**config.mk**
```make
export PLATFORM = sky130hd
export DESIGN_NAME = adc_cmd_seq
export DESIGN_NICKNAME = d
export VERILOG_FILES = /design/src/rtl/adc_seq_pkg.sv /design/src/rtl/adc_seq_byte_engine.sv /design/src/rtl/adc_seq_gap_timer.sv /design/src/rtl/adc_cmd_seq.sv
export SDC_FILE = /design/constraint.sdc
export NUM_CORES = 1
export LEC_CHECK = 0
export ABC_AREA = 1
export BUFFER_PORTS_ARGS = -buffer_cell sky130_fd_sc_hd__buf_2
export CORE_ASPECT_RATIO = 1.1
export CORE_MARGIN = 5
export CORE_UTILIZATION = 33
export CTS_CLUSTER_DIAMETER = 150
export CTS_CLUSTER_SIZE = 30
export DETAILED_ROUTE_END_ITERATION = 12
export GPL_ROUTABILITY_DRIVEN = 1
export SETUP_SLACK_MARGIN = 0.02
export SLEW_MARGIN = 40
export SYNTH_ARGS = -nofsm -noshare
export SYNTH_HDL_FRONTEND = slang
export SYNTH_SLANG_ARGS = --single-unit
```
**constraint.sdc**
```tcl
create_clock -name clk -period 2.6 [get_ports clk]
set_clock_uncertainty 0.15 [all_clocks]
set_input_delay 0.52 -clock clk [delete_from_list [all_inputs] [get_ports clk]]
set_output_delay 0.52 -clock clk [all_outputs]
set_load 0.05 [all_outputs]
```
**src/rtl/adc_seq_pkg.sv**
```systemverilog
package adc_seq_pkg;

  typedef enum logic [2:0] {
    ST_IDLE,
    ST_SETUP,
    ST_SHIFT,
    ST_GAP,
    ST_HOLD,
    ST_CSHI
  } seq_state_t;

  // Command codes decoded by the converter.
  localparam logic [7:0] OP_STOP_CONT = 8'h11;
  localparam logic [7:0] OP_RD_BASE   = 8'h20;
  localparam logic [7:0] OP_WR_BASE   = 8'h40;

  function automatic logic [7:0] reg_opcode(input logic wr, input logic [4:0] addr);
    return (wr ? OP_WR_BASE : OP_RD_BASE) | {3'b000, addr};
  endfunction

  // Byte placed on the wire at a given frame slot.
  function automatic logic [7:0] frame_byte(input logic is_op, input logic is_cnt,
                                            input logic [7:0] op, input logic [7:0] cnt,
                                            input logic [7:0] data, input logic wr);
    if (is_op)       return op;
    else if (is_cnt) return cnt;
    else if (wr)     return data;
    else             return 8'h00;
  endfunction

  function automatic int max4(input int a, input int b, input int c, input int d);
    int m;
    m = a;
    if (b > m) m = b;
    if (c > m) m = c;
    if (d > m) m = d;
    return m;
  endfunction

endpackage

```
**src/rtl/adc_seq_byte_engine.sv**
```systemverilog
module adc_seq_byte_engine #(
  parameter int DIV_W = 8
) (
  input  logic             clk,
  input  logic             rst_n,
  input  logic [DIV_W-1:0] half_div,
  input  logic             start,
  input  logic [7:0]       tx_byte,
  input  logic             miso,
  output logic             sclk,
  output logic             mosi,
  output logic             done,
  output logic [7:0]       rx_byte
);

  logic             act_q;
  logic             sclk_q;
  logic             done_q;
  logic [7:0]       sh_q;
  logic [7:0]       rx_q;
  logic [2:0]       bit_q;
  logic [DIV_W-1:0] cnt_q;

  function automatic logic phase_end(input logic [DIV_W-1:0] c, input logic [DIV_W-1:0] h);
    return c == (h - DIV_W'(1));
  endfunction

  // Named events for the checks below.
  logic sclk_fall_ev;
  assign sclk_fall_ev = act_q && sclk_q && phase_end(cnt_q, half_div);

  always_ff @(posedge clk or negedge rst_n) begin
    if (!rst_n) begin
      act_q  <= 1'b0;
      sclk_q <= 1'b0;
      done_q <= 1'b0;
      sh_q   <= 8'h00;
      rx_q   <= 8'h00;
      bit_q  <= 3'd0;
      cnt_q  <= '0;
    end else begin
      done_q <= 1'b0;
      if (!act_q) begin
        if (start) begin
          act_q  <= 1'b1;
          sclk_q <= 1'b1;
          sh_q   <= tx_byte;
          cnt_q  <= '0;
          bit_q  <= 3'd0;
        end
      end else if (phase_end(cnt_q, half_div)) begin
        cnt_q <= '0;
        if (sclk_q) begin
          sclk_q <= 1'b0;
          rx_q   <= {rx_q[6:0], miso};
          if (bit_q == 3'd7) begin
            act_q  <= 1'b0;
            done_q <= 1'b1;
          end
        end else begin
          sclk_q <= 1'b1;
          bit_q  <= bit_q + 3'd1;
          sh_q   <= {sh_q[6:0], 1'b0};
        end
      end else begin
        cnt_q <= cnt_q + DIV_W'(1);
      end
    end
  end

  assign sclk    = sclk_q;
  assign mosi    = sh_q[7];
  assign done    = done_q;
  assign rx_byte = rx_q;

  // data into the converter does not move at its sampling edge
  p_mosi_still_at_fall_r7: assert property (@(posedge clk) disable iff (!rst_n)
    sclk_fall_ev |=> $stable(mosi));
  // clock rests low outside a byte
  p_sclk_rest_low_r7: assert property (@(posedge clk) disable iff (!rst_n)
    !act_q |-> !sclk_q);
  // completion is a single-cycle strobe
  p_done_single_r7: assert property (@(posedge clk) disable iff (!rst_n)
    done_q |=> !done_q);

endmodule

```
**src/rtl/adc_seq_gap_timer.sv**
```systemverilog
module adc_seq_gap_timer #(
  parameter int W = 8
) (
  input  logic         clk,
  input  logic         rst_n,
  input  logic         load,
  input  logic [W-1:0] load_val,
  output logic         zero
);

  logic [W-1:0] cnt_q;

  always_ff @(posedge clk or negedge rst_n) begin
    if (!rst_n)             cnt_q <= '0;
    else if (load)          cnt_q <= load_val;
    else if (cnt_q != '0)   cnt_q <= cnt_q - W'(1);
  end

  assign zero = (cnt_q == '0);

  // an expired wait stays expired until reloaded
  p_expired_holds_r4: assert property (@(posedge clk) disable iff (!rst_n)
    (zero && !load) |=> zero);

endmodule

```
**src/rtl/adc_cmd_seq.sv**
```systemverilog
module adc_cmd_seq
  import adc_seq_pkg::*;
#(
  parameter int DIV_W      = 8,
  parameter int MAX_REGS   = 4,
  parameter int DECODE_CYC = 100,
  parameter int SETUP_CYC  = 4,
  parameter int HOLD_CYC   = 20,
  parameter int IDLE_CYC   = 8,
  localparam int CNT_W     = (MAX_REGS > 1) ? $clog2(MAX_REGS) : 1
) (
  input  logic                    clk,
  input  logic                    rst_n,
  input  logic [DIV_W-1:0]        half_div,
  input  logic                    conv_en,
  input  logic                    req_valid,
  output logic                    req_ready,
  input  logic                    req_write,
  input  logic [4:0]              req_addr,
  input  logic [CNT_W-1:0]        req_nregs_m1,
  input  logic [MAX_REGS*8-1:0]   req_wdata,
  output logic                    busy,
  output logic                    rd_valid,
  output logic [7:0]              rd_data,
  output logic                    adc_cs_n,
  output logic                    adc_sclk,
  output logic                    adc_mosi,
  input  logic                    adc_miso,
  output logic                    adc_start,
  input  logic                    adc_drdy_n
);

  localparam int BIDX_W   = $clog2(MAX_REGS + 2);
  localparam int MAX_WAIT = max4(DECODE_CYC, SETUP_CYC, HOLD_CYC, IDLE_CYC);
  localparam int TMR_W    = $clog2(MAX_WAIT + 2);

  seq_state_t state_q, nxt;
  logic                  boot_pend_q;
  logic                  rd_q, wr_q;
  logic [7:0]            op_q;
  logic [CNT_W-1:0]      nm1_q;
  logic [MAX_REGS*8-1:0] wd_q;
  logic [BIDX_W-1:0]     idx_q, last_q;
  logic                  cs_n_q;

  logic                  eng_start, eng_done;
  logic [7:0]            eng_tx, eng_rx;
  logic                  tmr_load, tmr_zero;
  logic [TMR_W-1:0]      tmr_val;

  // Named events
  logic start_frame, byte_done, last_byte, in_data_slot;
  assign start_frame  = (state_q == ST_IDLE) && (boot_pend_q || req_valid);
  assign byte_done    = (state_q == ST_SHIFT) && eng_done;
  assign last_byte    = (idx_q == last_q);
  assign in_data_slot = (idx_q >= BIDX_W'(2));

  function automatic logic [TMR_W-1:0] wait_for(input seq_state_t s);
    case (s)
      ST_SETUP: return TMR_W'(SETUP_CYC);
      ST_GAP:   return TMR_W'(DECODE_CYC);
      ST_HOLD:  return TMR_W'(HOLD_CYC);
      ST_CSHI:  return TMR_W'(IDLE_CYC);
      default:  return '0;
    endcase
  endfunction

  always_comb begin
    nxt = state_q;
    case (state_q)
      ST_IDLE:  if (start_frame) nxt = ST_SETUP;
      ST_SETUP: if (tmr_zero)    nxt = ST_SHIFT;
      ST_SHIFT: if (eng_done)    nxt = last_byte ? ST_HOLD : ST_GAP;
      ST_GAP:   if (tmr_zero)    nxt = ST_SHIFT;
      ST_HOLD:  if (tmr_zero)    nxt = ST_CSHI;
      ST_CSHI:  if (tmr_zero)    nxt = ST_IDLE;
      default:                   nxt = ST_IDLE;
    endcase
    tmr_load = (nxt != state_q);
    tmr_val  = wait_for(nxt);
  end

  assign eng_start = (nxt == ST_SHIFT) && (state_q != ST_SHIFT);
  assign eng_tx    = frame_byte(idx_q == '0, idx_q == BIDX_W'(1), op_q,
                                8'(nm1_q), wd_q[7:0], wr_q);

  always_ff @(posedge clk or negedge rst_n) begin
    if (!rst_n) begin
      state_q     <= ST_IDLE;
      boot_pend_q <= 1'b1;
      rd_q        <= 1'b0;
      wr_q        <= 1'b0;
      op_q        <= 8'h00;
      nm1_q       <= '0;
      wd_q        <= '0;
      idx_q       <= '0;
      last_q      <= '0;
      cs_n_q      <= 1'b1;
    end else begin
      state_q <= nxt;
      if (start_frame) begin
        cs_n_q <= 1'b0;
        idx_q  <= '0;
        if (boot_pend_q) begin
          boot_pend_q <= 1'b0;
          op_q        <= OP_STOP_CONT;
          rd_q        <= 1'b0;
          wr_q        <= 1'b0;
          nm1_q       <= '0;
          wd_q        <= '0;
          last_q      <= '0;
        end else begin
          op_q   <= reg_opcode(req_write, req_addr);
          rd_q   <= !req_write;
          wr_q   <= req_write;
          nm1_q  <= req_nregs_m1;
          wd_q   <= req_wdata;
          last_q <= BIDX_W'(req_nregs_m1) + BIDX_W'(2);
        end
      end
      if (byte_done && !last_byte) begin
        idx_q <= idx_q + BIDX_W'(1);
        if (in_data_slot) wd_q <= wd_q >> 8;
      end
      if (state_q == ST_HOLD && tmr_zero) cs_n_q <= 1'b1;
    end
  end

  adc_seq_byte_engine #(.DIV_W(DIV_W)) u_engine (
    .clk     (clk),
    .rst_n   (rst_n),
    .half_div(half_div),
    .start   (eng_start),
    .tx_byte (eng_tx),
    .miso    (adc_miso),
    .sclk    (adc_sclk),
    .mosi    (adc_mosi),
    .done    (eng_done),
    .rx_byte (eng_rx)
  );

  adc_seq_gap_timer #(.W(TMR_W)) u_timer (
    .clk     (clk),
    .rst_n   (rst_n),
    .load    (tmr_load),
    .load_val(tmr_val),
    .zero    (tmr_zero)
  );

  assign req_ready = (state_q == ST_IDLE) && !boot_pend_q;
  assign busy      = !req_ready;
  assign adc_start = conv_en && req_ready;
  assign rd_valid  = byte_done && rd_q && in_data_slot;
  assign rd_data   = eng_rx;
  assign adc_cs_n  = cs_n_q;

  // ---------------- checks ----------------
  logic [TMR_W-1:0] since_done_q;
  always_ff @(posedge clk or negedge rst_n) begin
    if (!rst_n)                     since_done_q <= '0;
    else if (eng_done)              since_done_q <= '0;
    else if (since_done_q != '1)    since_done_q <= since_done_q + TMR_W'(1);
  end

  logic drdy_in_frame;
  assign drdy_in_frame = !adc_drdy_n && !adc_cs_n;

  p_decode_gap_r4: assert property (@(posedge clk) disable iff (!rst_n)
    (eng_start && state_q == ST_GAP) |-> since_done_q >= TMR_W'(DECODE_CYC));
  p_cs_hold_r5: assert property (@(posedge clk) disable iff (!rst_n)
    $rose(adc_cs_n) |-> $past(since_done_q) >= TMR_W'(HOLD_CYC));
  p_sclk_needs_cs_r6: assert property (@(posedge clk) disable iff (!rst_n)
    adc_cs_n |-> !adc_sclk);
  p_start_quiet_r8: assert property (@(posedge clk) disable iff (!rst_n)
    !adc_cs_n |-> !adc_start);
  p_drdy_no_data_r9: assert property (@(posedge clk) disable iff (!rst_n)
    (drdy_in_frame && !eng_done) |-> !rd_valid);
  p_ready_released_r10: assert property (@(posedge clk) disable iff (!rst_n)
    req_ready |-> (adc_cs_n && !busy));

endmodule

```
# Word level (Yosys, flattened, before mapping)

Cells that the tools add are included.

Register bits: 92
Bits of input ports: 54
Output and inout bits: 15
Logic and storage cells: 121

Add/sub/neg operators: 6
$lt $le $gt $ge: 1
Eq/ne operators: 18
Muxes and demuxes: 51
Bitwise logic cells: 1
Reduce and logical (&&, ||, !) cells: 26

Operators by type and width:

| cell                | number |
|---|---|
| $mux 32             | 4 |
| $mux 8              | 10 |
| $mux 3              | 13 |
| $mux 7              | 4 |
| $pmux 7 s4          | 1 |
| $mux 1              | 17 |
| $eq 3x3->1 const B  | 5 |
| $pmux 3 s5          | 1 |
| $eq 3x2->1 const B  | 4 |
| $eq 3x1->1 const B  | 3 |
| $logic_and 1x1->1   | 9 |
| $add 8x1->8 const B | 1 |
| $eq 8x8->1          | 1 |
| $reduce_bool 2->1   | 4 |
| $sub 8x1->8 const B | 1 |
| $logic_not 7->1     | 1 |
| $or 7x5->7          | 1 |
| $reduce_bool 7->1   | 1 |
| $sub 7x1->7 const B | 1 |
| $add 3x1->3 const B | 2 |
| $logic_not 3->1     | 2 |
| $reduce_and 3->1    | 2 |
| $logic_not 1->1     | 4 |
| $ne 2x2->1 const B  | 2 |
| 9 further kinds     | 9 |

# Depth between registers and ports, before layout

Gate-level depths: netlist of run 1.

Depth after elaboration: 8
Gate-level depth with buffers: 15
Mapped depth without buffers: 14

# Hierarchy

A second synthesis of run 1 with hierarchy kept.

Cells, all modules: 662
Area, all modules: 4971.0 um^2

By module, submodules not included:

| module              | times used | cells each | area each (um^2) |
|---|---|---|---|
| adc_cmd_seq         | 1          | 382        | 2748.9 |
| adc_seq_byte_engine | 1          | 221        | 1739.2 |
| adc_seq_gap_timer   | 1          | 59         | 483.0 |

# Worst setup path before layout of run 1

Ideal clock, no wire load.

Path type: register to output
Start point: reg state_q[1]
End point: out adc_start
Arrival time: 2.043 ns
Slack: -0.113 ns
Cell stages (with the launch flop): 6
Buffers on the path: 0
Path through: dfrtp_1 > nor2_1 > nand2_1 > nor2_4 > inv_1 > nor2_1

Word-level cells in the longest chain between the ends: 3

RTL lines:

| what                   | line               | source |
|---|---|---|
| start, declared        | adc_cmd_seq.sv:37  | `seq_state_t state_q, nxt;` |
| start signal, assigned | adc_cmd_seq.sv:100 | `state_q <= nxt;` |
| $logic_not 3->1        | adc_cmd_seq.sv:150 | `assign req_ready = (state_q == ST_IDLE) && !boot_pend_q;` |
| $logic_and 1x1->1      | adc_cmd_seq.sv:150 |  |
| named net req_ready    | adc_cmd_seq.sv:17  | `output logic req_ready,` |
| $logic_and 1x1->1      | adc_cmd_seq.sv:152 | `assign adc_start = conv_en && req_ready;` |
| end, declared          | adc_cmd_seq.sv:29  | `output logic adc_start,` |

The timed path passes the listed nets, and every way through them passes these cells.

# Worst setup path in the final report of run 1

Start point: reg state_q[0]
End point: out rd_valid

Word-level cells in the longest chain between the ends: 4

RTL lines:

| what                            | line               | source |
|---|---|---|
| $eq 3x2->1                      | adc_cmd_seq.sv:54  | `assign byte_done = (state_q == ST_SHIFT) && eng_done;` |
| $logic_and 1x1->1               | adc_cmd_seq.sv:54  |  |
| $logic_and 1x1->1 (2 in series) | adc_cmd_seq.sv:153 | `assign rd_valid = byte_done && rd_q && in_data_slot;` |
| end, declared                   | adc_cmd_seq.sv:23  | `output logic rd_valid,` |

No other way between the ends.

==> results.cfg, run 1 <==
[place]
port_buffers = 67
hpwl_um = 7760
globalplace.congestion = 0.836

[final_layout]
fill_cells = 1487
nets = 720
syn2layout_area_growth_pct = 16.4
num_antenna_cells = 0
drive_gt1_share_pct = 19.0

[floorplan]
die_w_um = 125
io_pins = 69
die_h_um = 136
core_area_um2 = 14300
initial_utilization_pct = 33.3
die-area_um2 = 17000
rows = 46

[sta]
post-route-period-util_pct = 94.6
slew-limit-headroom_pct = 54.1
fmax_mhz = 407
worstMarginPinSlew_ns = 0.688
rsz0062_at_grt = no
holdWs_ns = 0.235
tns_ns = 0
slew_viol_final = 0
finalCriticalPeriod_ns = 2.46
setup_viol_count_final = 0
finalHoldViolCount = 0

[global_route]
overflow = 0
first_global_vias = 4024
antenna_found_initial = 1
grt_usage_pct = 13.3
grt_first_pass_wirelength_um = 18900
grt_max_degree = 49

[power]
power.density_nw_per_um2 = 606
p_seq_share_pct = 46.0
max-vdd-ir-drop_uv = 329
p_sw_uw = 995
p_clk_share_pct = 36.5
power_leakage_uw = 0.00301
p_int_uw = 2370
switching_share_pct = 29.6
combPwrFrac_pct = 17.6

[setup_path]
worst_setup_path_start_kind = flip-flop
crit_family = flip-flops
cp-startpoint = state_q[0]
cp_cell_sequence = inv_2, nand3_2, nor2_2, nand2_1, a21oi_1, buf_2
reg2regPathDepth = 11
r2r_setup_slack_ns = 0.30
required_ns = 1.93
path_depth = 6
cp.arrival_ns = 1.79
critical_path_class = flip-flop to output port
reg2reg_to = u_engine.sh_q[5]
cp_slowest_cell = dfrtp_1
cp_max_fo = 6
max_stage_delay_ns = 0.45
cp_num_buf_inv = 2
endpoint = rd_valid
endpoint_kind = output port
rr_startpoint = u_timer.cnt_q[0]

[synth]
ys_seq_area_share_pct = 45.7
synth_xor_area_share_pct = 3.49
syn_avg_cell_area_um2 = 8.00
synth_area_leaders = dfrtp_1 45%, nand2_1 12%, inv_1 6.1%
syn_area_um2 = 4770
synth_simple_gate_area_share_pct = 26.6
synthAdderAreaFrac_pct = 2.10
synth_nets = 658
yosys_warnings = 0
synth_top_family_by_area = simple AND/OR/NAND/NOR gates
yosysTopAreaCell = dfrtp_1
yosysTopAreaCellShare_pct = 44.6
synth_cell_types = 39
synth_mux_area_share_pct = 0
synth_compound_area_share_pct = 11.7
synthCells = 596
ys_seq_elements = 87

[detailed_routing]
routed_via_density = 4.66
postRouteAntennaNets = 0
post_drt_wl_per_cell_um = 12.6
drcViolationCount = 0
via_count = 3988
wirelength_um = 10800
firstDrtPassIters = 4
drt-initial-drc-count = 238

[hold_path]
hold_path.class = input pin to flip-flop

[clock_tree]
hold_buffers = 1
cts_tree = done
clk_pin_slew_ns = 0.06
htreeDepth = 3
clock_path_buffers = 2
root_buffer = clkbuf_16
cts_inserted_buffers = 9
cts.sinks = 87
cts_resized = 0
clkLatencyLatePin_ns = 0.33
cts_setup_buffers = 0

[job]
drv_cap = 0

[outcome]
run_status = finished clean
cell usage after synthesis (all sizes together):
| library cell | instances |
|---|---|
| o31ai | 2 |
| nand4 | 18 |
| buf | 20 |
| nor3 | 4 |
| o21ai | 54 |
| a21oi | 10 |
| nand2 | 165 |
| xor2 | 9 |
| a22o | 10 |
| nor2 | 38 |
| inv | 83 |
| o21a | 4 |
| clkbuf | 5 |
| nor3b | 1 |
| nand3 | 53 |
| xnor2 | 10 |
| dfrtp | 85 |
| dfstp | 2 |
| a31oi | 4 |
| or2 | 2 |
| o22ai | 5 |
| o211ai | 3 |
| o22a | 1 |
| ha | 8 |
routing by layer:
layer	up-vias	routed length, µm	track usage, %	part of all wire [%]
met2	72	5210	22.1	48
met1	1861	5040	17.1	47
met3	11	453	3.03	4.2
li1	2042	-	-	-
met4	2	94	4.81	0.87
met5	-	11	0	0.10
cell usage in the layout, fill, tap and decap left out, types with 8 or more instances in the layout:
cell type  netlist  routed
a22o_1          10      10
xnor2_1         10      10
o21ai_0         38      38
o21ai_1         14      14
nand4_1         18      18
dfrtp_1         85      85
nor2_1          30      29
nand2_1        157     157
ha_1             8       8
clkbuf_16        0       9
buf_2            6      66
inv_1           77      77
nand3_1         48      48
xor2_1           9       9
a21oi_1          8       8
power groups by stage:
stage                     registers (µW)  clock network [µW]  logic [µW]
final                               1550                1230         591
after detailed placement            1570                   0         595
after CTS                           1550                1260         600
after floorplan                     1620                   0         363
after global routing                1560                1330         676
after global placement              1560                   0         573
sequential cells by signal, indices dropped and copies added (netlist names), 2 cells and up:
| name | count |
|---|---|
| idx_q | 3 |
| u_engine.rx_byte | 8 |
| op_q | 6 |
| wd_q | 32 |
| u_engine.sh_q | 8 |
| u_engine.bit_q | 3 |
| u_timer.cnt_q | 7 |
| u_engine.cnt_q | 8 |
| nm1_q | 2 |
| state_q | 3 |
how the worst min path moves through the flow:
stage                startpoint                to  slack, ns  depth (start not counted)
2_1_floorplan             rst_n          idx_q[0]       0.07                          0
3_3_place_gp   u_engine.sh_q[6]  u_engine.sh_q[6]       0.30                          2
3_5_place_dp           adc_cs_n          adc_cs_n       0.31                          2
4_1_cts               req_write           op_q[5]       0.23                          2
5_1_grt         req_nregs_m1[1]         last_q[1]       0.24                          2
6_report              req_write           op_q[5]       0.24                          2
final cells by class:
cell class | count | area, µm² | area share, %
repair buffers | 76 | 433 | 7.80
multi-input cells | 401 | 2100 | 37.9
inverters | 83 | 312 | 5.61
clock inverters | 5 | 32.5 | 0.586
clock buffers | 11 | 253 | 4.55
flip-flops and latches | 87 | 2180 | 39.3
well taps | 192 | 240 | 4.33
per-stage QoR:
step / instance area [µm²] / worst slack [ns] / cells / total power [µW] / utilization [%]
after floorplan: 4770 / 0.114 / 596 / 1980 / -
after global placement: 5260 / 0.210 / 838 / 2140 / 36.7
after detailed placement: 5260 / 0.165 / 838 / 2170 / 36.7
after CTS: 5550 / 0.123 / 855 / 3410 / 38.7
after global routing: 5550 / 0.0656 / 855 / 3560 / 38.7
final: 5550 / 0.141 / 855 / 3370 / 38.7
logic make-up (layout without fill, tap and decap cells):
| family | Yosys count | after routing |
|---|---|---|
| AND/OR/NAND/NOR | 281 | 281 |
| buffers and inverters | 108 | 175 |
| AO/OA/AOI/OAI | 93 | 93 |
| flip-flops | 87 | 87 |
| XOR/XNOR | 19 | 19 |
| adder cells (fa/ha/maj) | 8 | 8 |
Note: power is estimated with default switching activity, not from simulation.
==> run 2, diff against run 1 <==
clock period = 2.7 ns   (was 2.6 ns; I/O delays follow)
==> results.cfg, run 2 (synthesis results as in run 1) <==
[outcome]
run_status = finished clean

[sta]
slew-limit-headroom_pct = 54.5
fmax_mhz = 415
slew_viol_final = 0
finalCriticalPeriod_ns = 2.41
finalHoldViolCount = 0
setup_viol_count_final = 0
worstMarginPinSlew_ns = 0.682
holdWs_ns = 0.0274
rsz0062_at_grt = no
tns_ns = 0
post-route-period-util_pct = 89.3

[detailed_routing]
post_drt_wl_per_cell_um = 12.5
via_count = 3990
drt-initial-drc-count = 227
routed_via_density = 4.68
wirelength_um = 10600
drcViolationCount = 0
firstDrtPassIters = 5
postRouteAntennaNets = 0

[clock_tree]
cts_setup_buffers = 0
clk_pin_slew_ns = 0.06
htreeDepth = 3
cts_tree = done
cts_inserted_buffers = 9
clock_path_buffers = 2
hold_buffers = 0
clkLatencyLatePin_ns = 0.33
root_buffer = clkbuf_16
cts_resized = 0
cts.sinks = 87

[power]
power.density_nw_per_um2 = 615
power_leakage_uw = 0.00301
total_power_uw = 3420
max-vdd-ir-drop_uv = 362

[floorplan]
initial_utilization_pct = 33.3
io_pins = 69
die_w_um = 125
core_area_um2 = 14300
rows = 46
die_h_um = 136
die-area_um2 = 17000

[final_layout]
seqCellArea_um2 = 2180
fill_cells = 1456
largest_register_ffs = 32
num_antenna_cells = 0
utilization_pct = 38.8
stdcell_count = 852
final_cell_mix = 157 x nand2_1, 85 x dfrtp_1, 77 x inv_1
regMostFlops = wd_q
multi_input_area_um2 = 2100
final_common_cell = nand2_1
syn2layout_area_growth_pct = 16.6
drive_gt1_share_pct = 18.8
nets = 717

[job]
drv_cap = 0

[hold_path]
hold_path.class = input pin to asynchronous set/reset pin

[setup_path]
reg2reg_to = u_engine.sh_q[5]
endpoint_kind = output port
r2r_setup_slack_ns = 0.33
critical_path_class = flip-flop to output port
worst_setup_path_start_kind = flip-flop
required_ns = 2.01
rr_startpoint = u_timer.cnt_q[0]
cp.arrival_ns = 1.72
reg2regPathDepth = 11
cp_max_fo = 6

[place]
hpwl_um = 7740
port_buffers = 67
dp.cells = 836
globalplace.congestion = 0.798

[global_route]
antenna_found_initial = 0
overflow = 0
grt_max_degree = 50
grt_usage_pct = 13.1
first_global_vias = 4006
grt_first_pass_wirelength_um = 18600
-- run 2: changes by cell type in the layout (fill, tap and decap cells not counted), sizes merged --
cell and change:
dlygate4sd3 -1, buf -2, bufinv +2, clkinv -1, clkinvlp -1
-- run 2: power breakdown --
| group | internal, µW | switching (µW) | leakage, µW | total [µW] |
|---|---|---|---|---|
| clock | 859 | 509 | 0.000158 | 1370 |
| sequential | 1400 | 94.9 | 0.00110 | 1490 |
| combinational | 214 | 349 | 0.00175 | 563 |
-- run 2: routing by layer --
layer	global-route usage, %	share of wire [%]	routed length [µm]	vias up
met5	0	0	0	-
li1	-	-	-	2041
met4	3.35	1.3	136	0
met2	22.1	48	5130	81
met3	3.65	4.9	525	12
met1	16.5	45	4840	1856
-- run 2: worst max-delay path by stage --
stage                startpoint          endpoint  cells after the start
2_1_floorplan        state_q[1]         adc_start                      5
3_3_place_gp        half_div[0]  u_engine.sh_q[5]                     14
3_5_place_dp        half_div[0]     u_engine.sclk                     15
4_1_cts              state_q[0]          rd_valid                      6
5_1_grt        u_timer.cnt_q[0]  u_engine.sh_q[5]                     11
6_report             state_q[0]          rd_valid                      6
-- run 2: cell type report --
cell class / instances / share of cell area, %
flip-flops and latches: 87 / 39.2
multi-input cells: 401 / 37.8
repair buffers: 73 / 7.11
inverters: 83 / 5.60
clock buffers: 11 / 4.54
well taps: 192 / 4.32
clock inverters: 5 / 1.44
-- run 2: through the flow --
step	setup WS, ns	area (µm²)
final	0.289	5560
after global routing	0.0586	5560
after CTS	0.251	5560
after detailed placement	0.259	5230
after global placement	0.296	5230
after floorplan	0.194	4770
-- run 2: worst max-delay path: stages, from the launching register on --
cell     delay, ns
dfrtp_1       0.44
inv_2         0.13
nand3_2       0.09
nor2_2        0.19
nand2_1       0.07
a21oi_1       0.16
buf_2         0.29
